==> src/rtl/hf_pkg.sv <==
package hf_pkg;
    typedef enum logic [1:0] {
        ST_IDLE = 2'd0,
        ST_HDR  = 2'd1,
        ST_BODY = 2'd2
    } hf_state_e;
endpackage

==> src/rtl/hf_cmp.sv <==
module hf_cmp #(
    parameter int WORD_W    = 32,
    parameter int HDR_WORDS = 5,
    localparam int IW       = $clog2(HDR_WORDS)
) (
    input  logic                        clk,
    input  logic                        rst_n,
    input  logic                        word_en,
    input  logic                        first,
    input  logic [IW-1:0]               idx,
    input  logic [WORD_W-1:0]           data,
    input  logic [HDR_WORDS*WORD_W-1:0] val,
    input  logic [HDR_WORDS*WORD_W-1:0] msk,
    output logic                        hit_now
);
    logic                 ok_r;
    logic                 word_ok;
    logic [HDR_WORDS-1:0] tail_ok;
    logic [WORD_W-1:0]    val_w;
    logic [WORD_W-1:0]    msk_w;

    // tail_ok[k]: every word after k is fully don't-care
    assign tail_ok[HDR_WORDS-1] = 1'b1;
    for (genvar k = 0; k < HDR_WORDS-1; k++) begin : g_tail
        assign tail_ok[k] = tail_ok[k+1] & (&msk[(k+1)*WORD_W +: WORD_W]);
    end

    always_comb begin
        val_w   = val[idx*WORD_W +: WORD_W];
        msk_w   = msk[idx*WORD_W +: WORD_W];
        word_ok = &(~(data ^ val_w) | msk_w);
        hit_now = (first | ok_r) & word_ok & tail_ok[idx];
    end

    always_ff @(posedge clk) begin
        if (!rst_n) begin
            ok_r <= 1'b0;
        end else if (word_en) begin
            ok_r <= (first | ok_r) & word_ok;
        end
    end
endmodule

==> src/rtl/hf_satcnt.sv <==
module hf_satcnt #(
    parameter int CNT_W = 32
) (
    input  logic             clk,
    input  logic             rst_n,
    input  logic             inc,
    output logic [CNT_W-1:0] cnt
);
    always_ff @(posedge clk) begin
        if (!rst_n) begin
            cnt <= '0;
        end else if (inc && (cnt != {CNT_W{1'b1}})) begin
            cnt <= cnt + 1'b1;
        end
    end
endmodule

==> src/rtl/hdr_match_filter.sv <==
module hdr_match_filter
    import hf_pkg::*;
#(
    parameter int NCMP      = 4,
    parameter int WORD_W    = 32,
    parameter int HDR_WORDS = 5,
    parameter int MAX_WORDS = 69,
    parameter int CNT_W     = 32
) (
    input  logic                             clk,
    input  logic                             rst_n,
    input  logic                             in_valid,
    input  logic                             in_sop,
    input  logic                             in_eop,
    input  logic [WORD_W-1:0]                in_data,
    input  logic                             in_err,
    input  logic                             in_hop0,
    input  logic [NCMP*HDR_WORDS*WORD_W-1:0] cfg_value,
    input  logic [NCMP*HDR_WORDS*WORD_W-1:0] cfg_mask,
    input  logic [NCMP-1:0]                  cfg_flt_en,
    input  logic [NCMP-1:0]                  cfg_trc_en,
    input  logic                             cfg_pw_en,
    output logic                             dec_valid,
    output logic                             dec_drop,
    output logic [NCMP-1:0]                  dec_hit,
    output logic                             dec_local,
    output logic                             trc_valid,
    output logic                             trc_copy,
    output logic                             trc_pw_req,
    output logic [NCMP*CNT_W-1:0]            flt_cnt,
    output logic [NCMP*CNT_W-1:0]            trc_cnt
);
    localparam int IW    = $clog2(HDR_WORDS);
    localparam int LEN_W = $clog2(MAX_WORDS + 1);
    localparam int HB    = HDR_WORDS * WORD_W;

    hf_state_e   state, nxt;
    logic [IW-1:0]    hidx_r, idx_cur;
    logic [LEN_W-1:0] wcnt_r;
    logic             err_r, hop_r;
    logic [NCMP-1:0]  hit_r, hit_now, hits_final;
    logic [NCMP-1:0]  flt_inc, trc_inc;
    logic             accept, first, hdr_word, hdr_last, pkt_end;
    logic             too_long, err_now, hop_cur, drop_now;

    always_comb begin
        first    = (state == ST_IDLE);
        accept   = in_valid & (~first | in_sop);
        idx_cur  = first ? '0 : hidx_r;
        hdr_word = accept & (first | (state == ST_HDR));
        hdr_last = hdr_word & (in_eop | (idx_cur == IW'(HDR_WORDS-1)));
        pkt_end  = accept & in_eop;
        too_long = ~first & (wcnt_r >= LEN_W'(MAX_WORDS));
        err_now  = (~first & err_r) | in_err | too_long;
        hop_cur  = first ? in_hop0 : hop_r;
        drop_now = |(hit_now & cfg_flt_en);
        hits_final = hdr_word ? hit_now : hit_r;
        flt_inc  = {NCMP{hdr_last}} & hit_now & cfg_flt_en;
        trc_inc  = {NCMP{pkt_end & ~err_now}} & hits_final & cfg_trc_en;
    end

    for (genvar i = 0; i < NCMP; i++) begin : g_cmp
        hf_cmp #(.WORD_W(WORD_W), .HDR_WORDS(HDR_WORDS)) u_cmp (
            .clk    (clk),
            .rst_n  (rst_n),
            .word_en(hdr_word),
            .first  (first),
            .idx    (idx_cur),
            .data   (in_data),
            .val    (cfg_value[i*HB +: HB]),
            .msk    (cfg_mask[i*HB +: HB]),
            .hit_now(hit_now[i])
        );
        hf_satcnt #(.CNT_W(CNT_W)) u_fcnt (
            .clk  (clk),
            .rst_n(rst_n),
            .inc  (flt_inc[i]),
            .cnt  (flt_cnt[i*CNT_W +: CNT_W])
        );
        hf_satcnt #(.CNT_W(CNT_W)) u_tcnt (
            .clk  (clk),
            .rst_n(rst_n),
            .inc  (trc_inc[i]),
            .cnt  (trc_cnt[i*CNT_W +: CNT_W])
        );
    end

    // next-state logic
    always_comb begin
        nxt = state;
        unique case (state)
            ST_IDLE, ST_HDR: begin
                if (accept) begin
                    if (in_eop)        nxt = ST_IDLE;
                    else if (hdr_last) nxt = ST_BODY;
                    else               nxt = ST_HDR;
                end
            end
            ST_BODY: begin
                if (pkt_end) nxt = ST_IDLE;
            end
            default: nxt = ST_IDLE;
        endcase
    end

    // state register
    always_ff @(posedge clk) begin
        if (!rst_n) state <= ST_IDLE;
        else        state <= nxt;
    end

    // per-packet context
    always_ff @(posedge clk) begin
        if (!rst_n) begin
            hidx_r <= '0;
            wcnt_r <= '0;
            err_r  <= 1'b0;
            hop_r  <= 1'b0;
            hit_r  <= '0;
        end else if (accept) begin
            if (hdr_word && !hdr_last) hidx_r <= idx_cur + 1'b1;
            if (first)                          wcnt_r <= LEN_W'(1);
            else if (wcnt_r < LEN_W'(MAX_WORDS)) wcnt_r <= wcnt_r + 1'b1;
            err_r <= err_now;
            hop_r <= hop_cur;
            if (hdr_last) hit_r <= hit_now;
        end
    end

    // registered outputs
    always_ff @(posedge clk) begin
        if (!rst_n) begin
            dec_valid  <= 1'b0;
            dec_drop   <= 1'b0;
            dec_hit    <= '0;
            dec_local  <= 1'b0;
            trc_valid  <= 1'b0;
            trc_copy   <= 1'b0;
            trc_pw_req <= 1'b0;
        end else begin
            dec_valid  <= hdr_last;
            dec_drop   <= hdr_last & drop_now;
            dec_local  <= hdr_last & hop_cur & ~drop_now;
            if (hdr_last) dec_hit <= hit_now;
            trc_valid  <= pkt_end;
            trc_copy   <= |trc_inc;
            trc_pw_req <= (|trc_inc) & cfg_pw_en;
        end
    end
endmodule

==> config.mk <==
export PLATFORM = sky130hd
export DESIGN_NAME = hdr_match_filter
export DESIGN_NICKNAME = d
export VERILOG_FILES = /design/src/rtl/hf_pkg.sv /design/src/rtl/hf_cmp.sv /design/src/rtl/hf_satcnt.sv /design/src/rtl/hdr_match_filter.sv
export SDC_FILE = /design/constraint.sdc
export NUM_CORES = 1
export LEC_CHECK = 0
export CORE_AREA = 2 2 612 614
export DETAILED_ROUTE_END_ITERATION = 7
export DIE_AREA = 0 0 614 616
export SETUP_SLACK_MARGIN = 0.02
export SYNTH_ARGS = -nofsm -noshare
export SYNTH_HDL_FRONTEND = slang
export SYNTH_SLANG_ARGS = --single-unit
==> constraint.sdc <==
create_clock -name clk -period 5.6 [get_ports clk]
set_clock_uncertainty 0.05 [all_clocks]
set_input_delay 0.56 -clock clk [delete_from_list [all_inputs] [get_ports clk]]
set_output_delay 0.56 -clock clk [all_outputs]
set_load 0.02 [all_outputs]
==> results of run 1 <==
## flip-flops by register name (all words and copies together) (netlist names)
| signal | flops |
|---|---|
| dec_drop | 1 |
| dec_hit | 4 |
| dec_local | 1 |
| dec_valid | 1 |
| err_r | 1 |
| g_cmp.u_cmp.ok_r | 4 |
| g_cmp.u_fcnt.cnt | 128 |
| g_cmp.u_tcnt.cnt | 128 |
| hidx_r | 3 |
| hit_r | 4 |
| hop_r | 1 |
| state | 2 |
| trc_copy | 1 |
| trc_pw_req | 1 |
| trc_valid | 1 |
| wcnt_r | 7 |
## layout by cell type, fill, tap and decap left out, drive strengths merged, types with 153 or more instances in the layout
master | netlist | routed
a21oi | 303 | 303
buf | 175 | 227
clkdlybuf4s50 | 0 | 1580
dfxtp | 288 | 288
mux2i | 192 | 192
nand2 | 341 | 341
nand4 | 210 | 210
nor2 | 153 | 153
o21ai | 228 | 228
o22ai | 198 | 198
## synth_stat cells (41+ instances only)
cell | number | area share, %
nand2_1 | 341 | 4.5
a21oi_1 | 303 | 5.3
dfxtp_1 | 288 | 20
o21ai_0 | 226 | 4.0
nand4_1 | 209 | 4.6
o22ai_1 | 198 | 4.4
mux2i_1 | 192 | 6.8
clkbuf_1 | 155 | 2.0
nor2_1 | 152 | 2.0
mux2_2 | 135 | 5.4
or3_1 | 133 | 2.9
nand3_1 | 117 | 2.1
o31ai_1 | 117 | 3.1
nand2b_1 | 115 | 2.5
nor4_1 | 83 | 1.8
buf_2 | 73 | 1.3
or4_1 | 70 | 1.9
xnor2_1 | 69 | 2.1
and3_1 | 66 | 1.5
nor3_1 | 57 | 1.0
buf_4 | 49 | 1.3
o2bb2ai_1 | 49 | 1.5
inv_1 | 47 | 0.62
a2bb2oi_1 | 43 | 1.3
a221oi_1 | 42 | 1.3
buf_6 | 41 | 1.6
## logic make-up (layout without fill, tap and decap cells)
group | count (synthesis) | after routing | share of synthesized area [%]
buf+inv | 380 | 1921 | 7.08
other cells | 0 | 102 | 0
simple gates | 1461 | 1461 | 28.0
compound gates | 1238 | 1239 | 28.7
fa+ha+maj | 11 | 11 | 0.485
xor+xnor | 107 | 107 | 3.30
flops | 288 | 288 | 20.3
mux | 327 | 327 | 12.1
## layer usage
metal,share of wire (%),up-vias,track usage [%]
met5,0.28,-,0
met4,4.0,166,6.67
met3,8.9,666,6.06
met2,49,2487,33.7
met1,38,20330,21.7
li1,-,18037,-
## layout make-up
cell class	count	area (um^2)	area share, %
multi-input combinational	3145	21100	40.1
timing repair buffer	1807	17800	33.9
tap	4972	6220	11.8
sequential	288	5780	11.0
clock buffer	49	1010	1.92
antenna	102	255	0.485
clock inverter	16	249	0.473
inverter	49	203	0.385
## power breakdown
group	total, mW	internal, mW	leakage (nW)	switching [mW]
registers	2.06	2.05	2.32	0.00581
logic	2.83	1.32	12.5	1.51
clock network	2.59	1.48	0.611	1.11
## worst register-to-register path, stage by stage, from the launching register on
cell      delay, ns
dfxtp_4        0.47
buf_12         0.22
buf_12         0.34
buf_4          0.44
mux2_2         0.22
o22ai_1        0.10
buf_4          0.23
o21ai_1        0.56
o22ai_1        0.19
or4_1          0.74
buf_4          0.28
nor3_2         0.49
a21boi_4       0.29
buf_4          0.28
or3_1          0.35
a21oi_1        0.14
## stage by stage
| stage | cell area (um^2) | setup TNS, ns | cells | utilization, % |
|---|---|---|---|---|
| 2_1_floorplan | 28400 | 0 | 3812 | - |
| 3_3_place_gp | 51000 | -110.27 | 10259 | 13.7 |
| 3_5_place_dp | 51100 | -48.61 | 10260 | 13.7 |
| 4_1_cts | 52300 | 0 | 10325 | 14.1 |
| 5_1_grt | 52500 | 0 | 10387 | 14.1 |
| 6_report | 52600 | 0 | 10428 | 14.2 |
## worst max path at each step
stage	start	end	cells past startpoint	slack, ns
floorplan	hidx_r[1]	g_cmp[0].u_fcnt.cnt[13]	20	1.57
global placement	hidx_r[0]	g_cmp[0].u_tcnt.cnt[20]	15	-1.06
detailed placement	hidx_r[0]	g_cmp[0].u_tcnt.cnt[7]	15	-0.72
CTS	hidx_r[0]	g_cmp[0].u_tcnt.cnt[10]	15	0.05
global route	hidx_r[0]	g_cmp[3].u_tcnt.cnt[26]	15	0.02
finish	hidx_r[0]	g_cmp[3].u_tcnt.cnt[27]	15	0.16
## repair_timing
item / 4_1_cts / 5_1_grt
endpoints found under the setup margin: 77 / 41
hold buffers: 0 / 0
gates resized for setup: 13 / 4
pin swaps: 0 / 1
gates cloned: 0 / 1
endpoints found under the hold margin: 0 / 0
==> impl_metrics.tcl, run 1 <==
set metrics [dict create \
    crit_arrival_ns 5.90 \
    status "complete, no violations" \
    yosysWarnings 0 \
    r2r_cells 15 \
    leakagePower_nw 15.5 \
    drt-pass1-iter-count 6 \
    finalSetupViolations 0 \
    post_cts.repair.setup_buffers 0 \
    clock_path_buffers 3 \
    grt_pass1_vias 39218 \
    hpwl_mm 336 \
    drtIter0Drc 4422 \
    netlist_area_um2 28400 \
    critPathRequiredTime_ns 6.06 \
    crit_path_cell_trace "buf_12, buf_12, buf_4, mux2_2, o22ai_1, buf_4, o21ai_1, o22ai_1, or4_1, buf_4, nor3_2, a21boi_4, buf_4, or3_1, a21oi_1" \
    path_class "reg2reg" \
    critPathMostFrequentCell "buf_4" \
    ios 1594 \
    synth_fp_nets 5151 \
    grt_pass1_wl_mm 466 \
    cts.reportedPaths.clkPinSlew_ns 0.06 \
    synth_seq_cells 288 \
    reg2reg_from "hidx_r[0]" \
    numPortBuffers 1593 \
    rows 224 \
    synth_ff_type "dfxtp_1" \
    cts_root_buf "clkbuf_16" \
    grt_max_degree 87 \
    holdPathEnd "g_cmp[3].u_fcnt.cnt[5]" \
    synth_edf_count 0 \
    remaining_drc_errors 0 \
    numClockSinks 288 \
    vias_per_cell 4.00 \
    vias 41686 \
    die_area_um2 378000 \
    cp_max_fo 41 \
    rsz0062_at_grt "false" \
    finalCritPeriodShare_pct 97.1 \
    drive_above_1_share_pct 9.43 \
    hp-class "in2reg" \
    core-area_um2 371000 \
    gr-total-overflow 0 \
    synth_seq_area_share_pct 20.3 \
    die_height_um 616 \
    die_w_um 614 \
    cpPeakStageDelay_ns 0.74 \
    ant_nets 0 \
    syn2layout_area_growth_pct 85.3 \
    synth-async-reset-ratio_pct 0 \
    fin_nets 6666 \
    rr_endpoint "g_cmp[3].u_tcnt.cnt[27]" \
    hold-worst-slack_ns 0.387 \
    routabilityCongestion 0.950 \
    setup_ws_ns 0.162 \
    syn_inst 3812 \
    syn_area_per_cell_um2 7.45 \
    endpoint_kind "register" \
    totalPowerFinal_mw 7.47 \
    power_density_nw_per_um2 142 \
    clock_latency_ns 0.60 \
    nFillCells 42495 \
    slew_headroom_pct 9.71 \
    wl_per_cell_um 36.8 \
    ys_types 86 \
    min_period_ns 5.44 \
    rrSetupSlack_ns 0.16 \
    cp_top_family "buffers and inverters" \
    cap_violations 0 \
    ir_worst_vdd_v 0.000178 \
    htreeDepth 2 \
    drt_wl_total_mm 383 \
    cp_slowest_cell "or4_1" \
    hold_viol 0 \
    cts_tree "yes" \
    worstHoldStart "rst_n" \
    start_util_pct 7.65 \
    tightest_slew_ns 1.35 \
    whs_path_depth 2 \
    grt_util_all_layers_pct 19.2 \
    cts_buffers 36 \
    startpoint_type "register" \
    path_buf_inv 6 \
    dp_worst_setup_slack_ns -0.719 \
    final_max_slew_viol_count 0 \
    fmax_mhz 184 \
    antenna_found_initial 253 \
]
(Power assumes the default switching activity.)
==> run 2, diff against run 1 <==
Clock period 5.6 ns to 5.8 ns, I/O delays scaled along.
==> run 2 against run 1 <==
Register-to-register slack improved by 0.06 ns. Cell count decreased by 0.12%. Sequential share of layout area about the same. First-iteration DRC count decreased by 9.5%. Hold slack improved by 0.029 ns. Power decreased by 4.1%. Critical endpoint is now trc_pw_req. Largest power group unchanged. Highest routed layer unchanged.
==> impl_metrics.tcl, run 2 (synthesized netlist as in run 1, its figures left out) <==
set metrics [dict create \
    tightest_slew_ns 1.26 \
    htreeDepth 2 \
    path_buf_inv 3 \
    cpPeakStageDelay_ns 0.85 \
    final_cell_mix "clkdlybuf4s50_1 (1580), nand2_1 (341), a21oi_1 (299), dfxtp_1 (283), o21ai_0 (219)" \
    die_w_um 614 \
    r2r_cells 13 \
    status "complete, no violations" \
    min_period_ns 5.58 \
    fin_tns_setup_ns 0 \
    routabilityCongestion 0.967 \
    final_common_cell "clkdlybuf4s50_1" \
    path_class "reg2reg" \
    rrSetupSlack_ns 0.22 \
    route.met3.wl_mm 34.5 \
    numClockSinks 288 \
    ant_nets 0 \
    drtIter0Drc 4000 \
    grt_max_degree 133 \
    fin_nets 6673 \
    drt-pass1-iter-count 8 \
    wl_met2_mm 185 \
    antenna_found_initial 245 \
    final_max_slew_viol_count 0 \
    vias_per_cell 4.01 \
    rr_endpoint "trc_pw_req" \
    start_util_pct 7.65 \
    whs_path_depth 2 \
    fmax_mhz 179 \
    clock_path_buffers 3 \
    numPortBuffers 1593 \
    drt_wl_total_mm 381 \
    power_density_nw_per_um2 136 \
    endpoint "trc_pw_req" \
    finalCritPeriodShare_pct 96.2 \
    remaining_drc_errors 0 \
    drive_above_1_share_pct 9.65 \
    nFillCells 42442 \
    dp_worst_setup_slack_ns 0.0642 \
    hold_viol 0 \
    top_regs "g_cmp.u_fcnt.cnt: 128 flops, g_cmp.u_tcnt.cnt: 128 flops, wcnt_r: 7 flops" \
    rows 224 \
    cts_buffers 35 \
    ctsHoldBuffers 0 \
    wl_per_cell_um 36.6 \
    cp_slowest_cell "a21boi_4" \
    cts_root_buf "clkbuf_16" \
    gr-total-overflow 0 \
    grt_pass1_vias 39004 \
    reg2reg_from "hidx_r[0]" \
    vias 41768 \
    rsz0062_at_grt "false" \
    cts.reportedPaths.clkPinSlew_ns 0.06 \
    cp_max_fo 99 \
    die_area_um2 378000 \
    setup_ws_ns 0.219 \
    startpoint_type "register" \
    hpwl_mm 334 \
    critPathRequiredTime_ns 6.21 \
    crit_arrival_ns 5.99 \
    grt_util_all_layers_pct 19.1 \
    met1_length_mm 144 \
    top_layer_used "met5" \
    crit_cells 13 \
    regArea_um2 5780 \
    clock_latency_ns 0.58 \
    crit_start "hidx_r[0]" \
    ir_worst_vdd_v 0.000167 \
    cap_violations 0 \
    finalSetupViolations 0 \
    crit_path_cell_trace "buf_12, mux2i_1, a21oi_1, o22ai_1, a21oi_1, nor3b_1, nor4_1, and4_1, buf_4, a21boi_4, buf_4, nand4_1, and3_1" \
    syn2layout_area_growth_pct 85.5 \
    hp-class "reg2reg" \
    die_height_um 616 \
    cp_top_family "compound AO/OA/AOI/OAI gates" \
    leakagePower_nw 15.5 \
    multi_input_area_um2 21100 \
    ios 1594 \
    cts_tree "yes" \
    endpoint_kind "register" \
    slew_headroom_pct 15.6 \
    grt_pass1_wl_mm 463 \
    core-area_um2 371000 \
]
-- run 2: changes by cell type in the layout (fill, tap and decap cells not counted), sizes merged --
cell      before  now
a21boi         3    2
bufinv         4    5
diode        102   83
buf          227  236
clkinvlp       2    1
clkinv         8    6
-- run 2: repair_timing --
action / 4_1_cts / 5_1_grt
endpoints found under the setup margin: 0 / 36
setup buffers: 0 / 0
gates resized for setup: 0 / 6
-- run 2: worst min-delay path by stage --
| stage | slack, ns | to | start |
|---|---|---|---|
| floorplan | 0.38 | hit_r[3] | hit_r[3] |
| global placement | 0.40 | hit_r[3] | hit_r[3] |
| detailed placement | 0.40 | hit_r[3] | hit_r[3] |
| CTS | 0.41 | hit_r[3] | hit_r[3] |
| global route | 0.44 | hit_r[3] | hit_r[3] |
| finish | 0.42 | hit_r[3] | hit_r[3] |
-- run 2: final cells by class --
class                           instances  area share [%]
Clock inverter                         14           0.461
Inverter                               49           0.385
Multi-Input combinational cell       3144            40.1
Timing Repair Buffer                 1816            34.0
Clock buffer                           49            1.88
Tap cell                             4972            11.8
Antenna cell                           83           0.394
Sequential cell                       288            11.0
-- run 2: power breakdown --
group,internal (mW),switching [mW],leakage (nW)
registers,1.98,0.0105,2.32
clock network,1.43,1.03,0.599
logic,1.28,1.44,12.6
-- run 2: worst reg2reg max path, stage by stage (launching register included) --
cell and delay (ns):
dfxtp_4 0.66, buf_12 0.52, mux2i_1 0.46, a21oi_1 0.10
o22ai_1 0.74, a21oi_1 0.17, nor3b_1 0.53, nor4_1 0.20
and4_1 0.31, buf_4 0.23, a21boi_4 0.86, buf_4 0.33
nand4_1 0.09, and3_1 0.21
-- run 2: stage by stage --
stage	hold WS, ns	instance area [um^2]	cells	power, mW	utilization, %
2_1_floorplan	0.382	28400	3812	2.75	-
3_3_place_gp	0.396	51000	10255	4.77	13.7
3_5_place_dp	0.397	51200	10269	4.78	13.8
4_1_cts	0.407	52400	10332	7.28	14.1
5_1_grt	0.436	52600	10379	7.40	14.2
6_report	0.415	52700	10415	7.17	14.2
-- run 2: per-layer routing --
metal	vias up	track usage (%)
li1	18048	-
met1	20338	21.7
met2	2486	33.5
met3	708	6.01
met4	188	6.54
met5	-	0
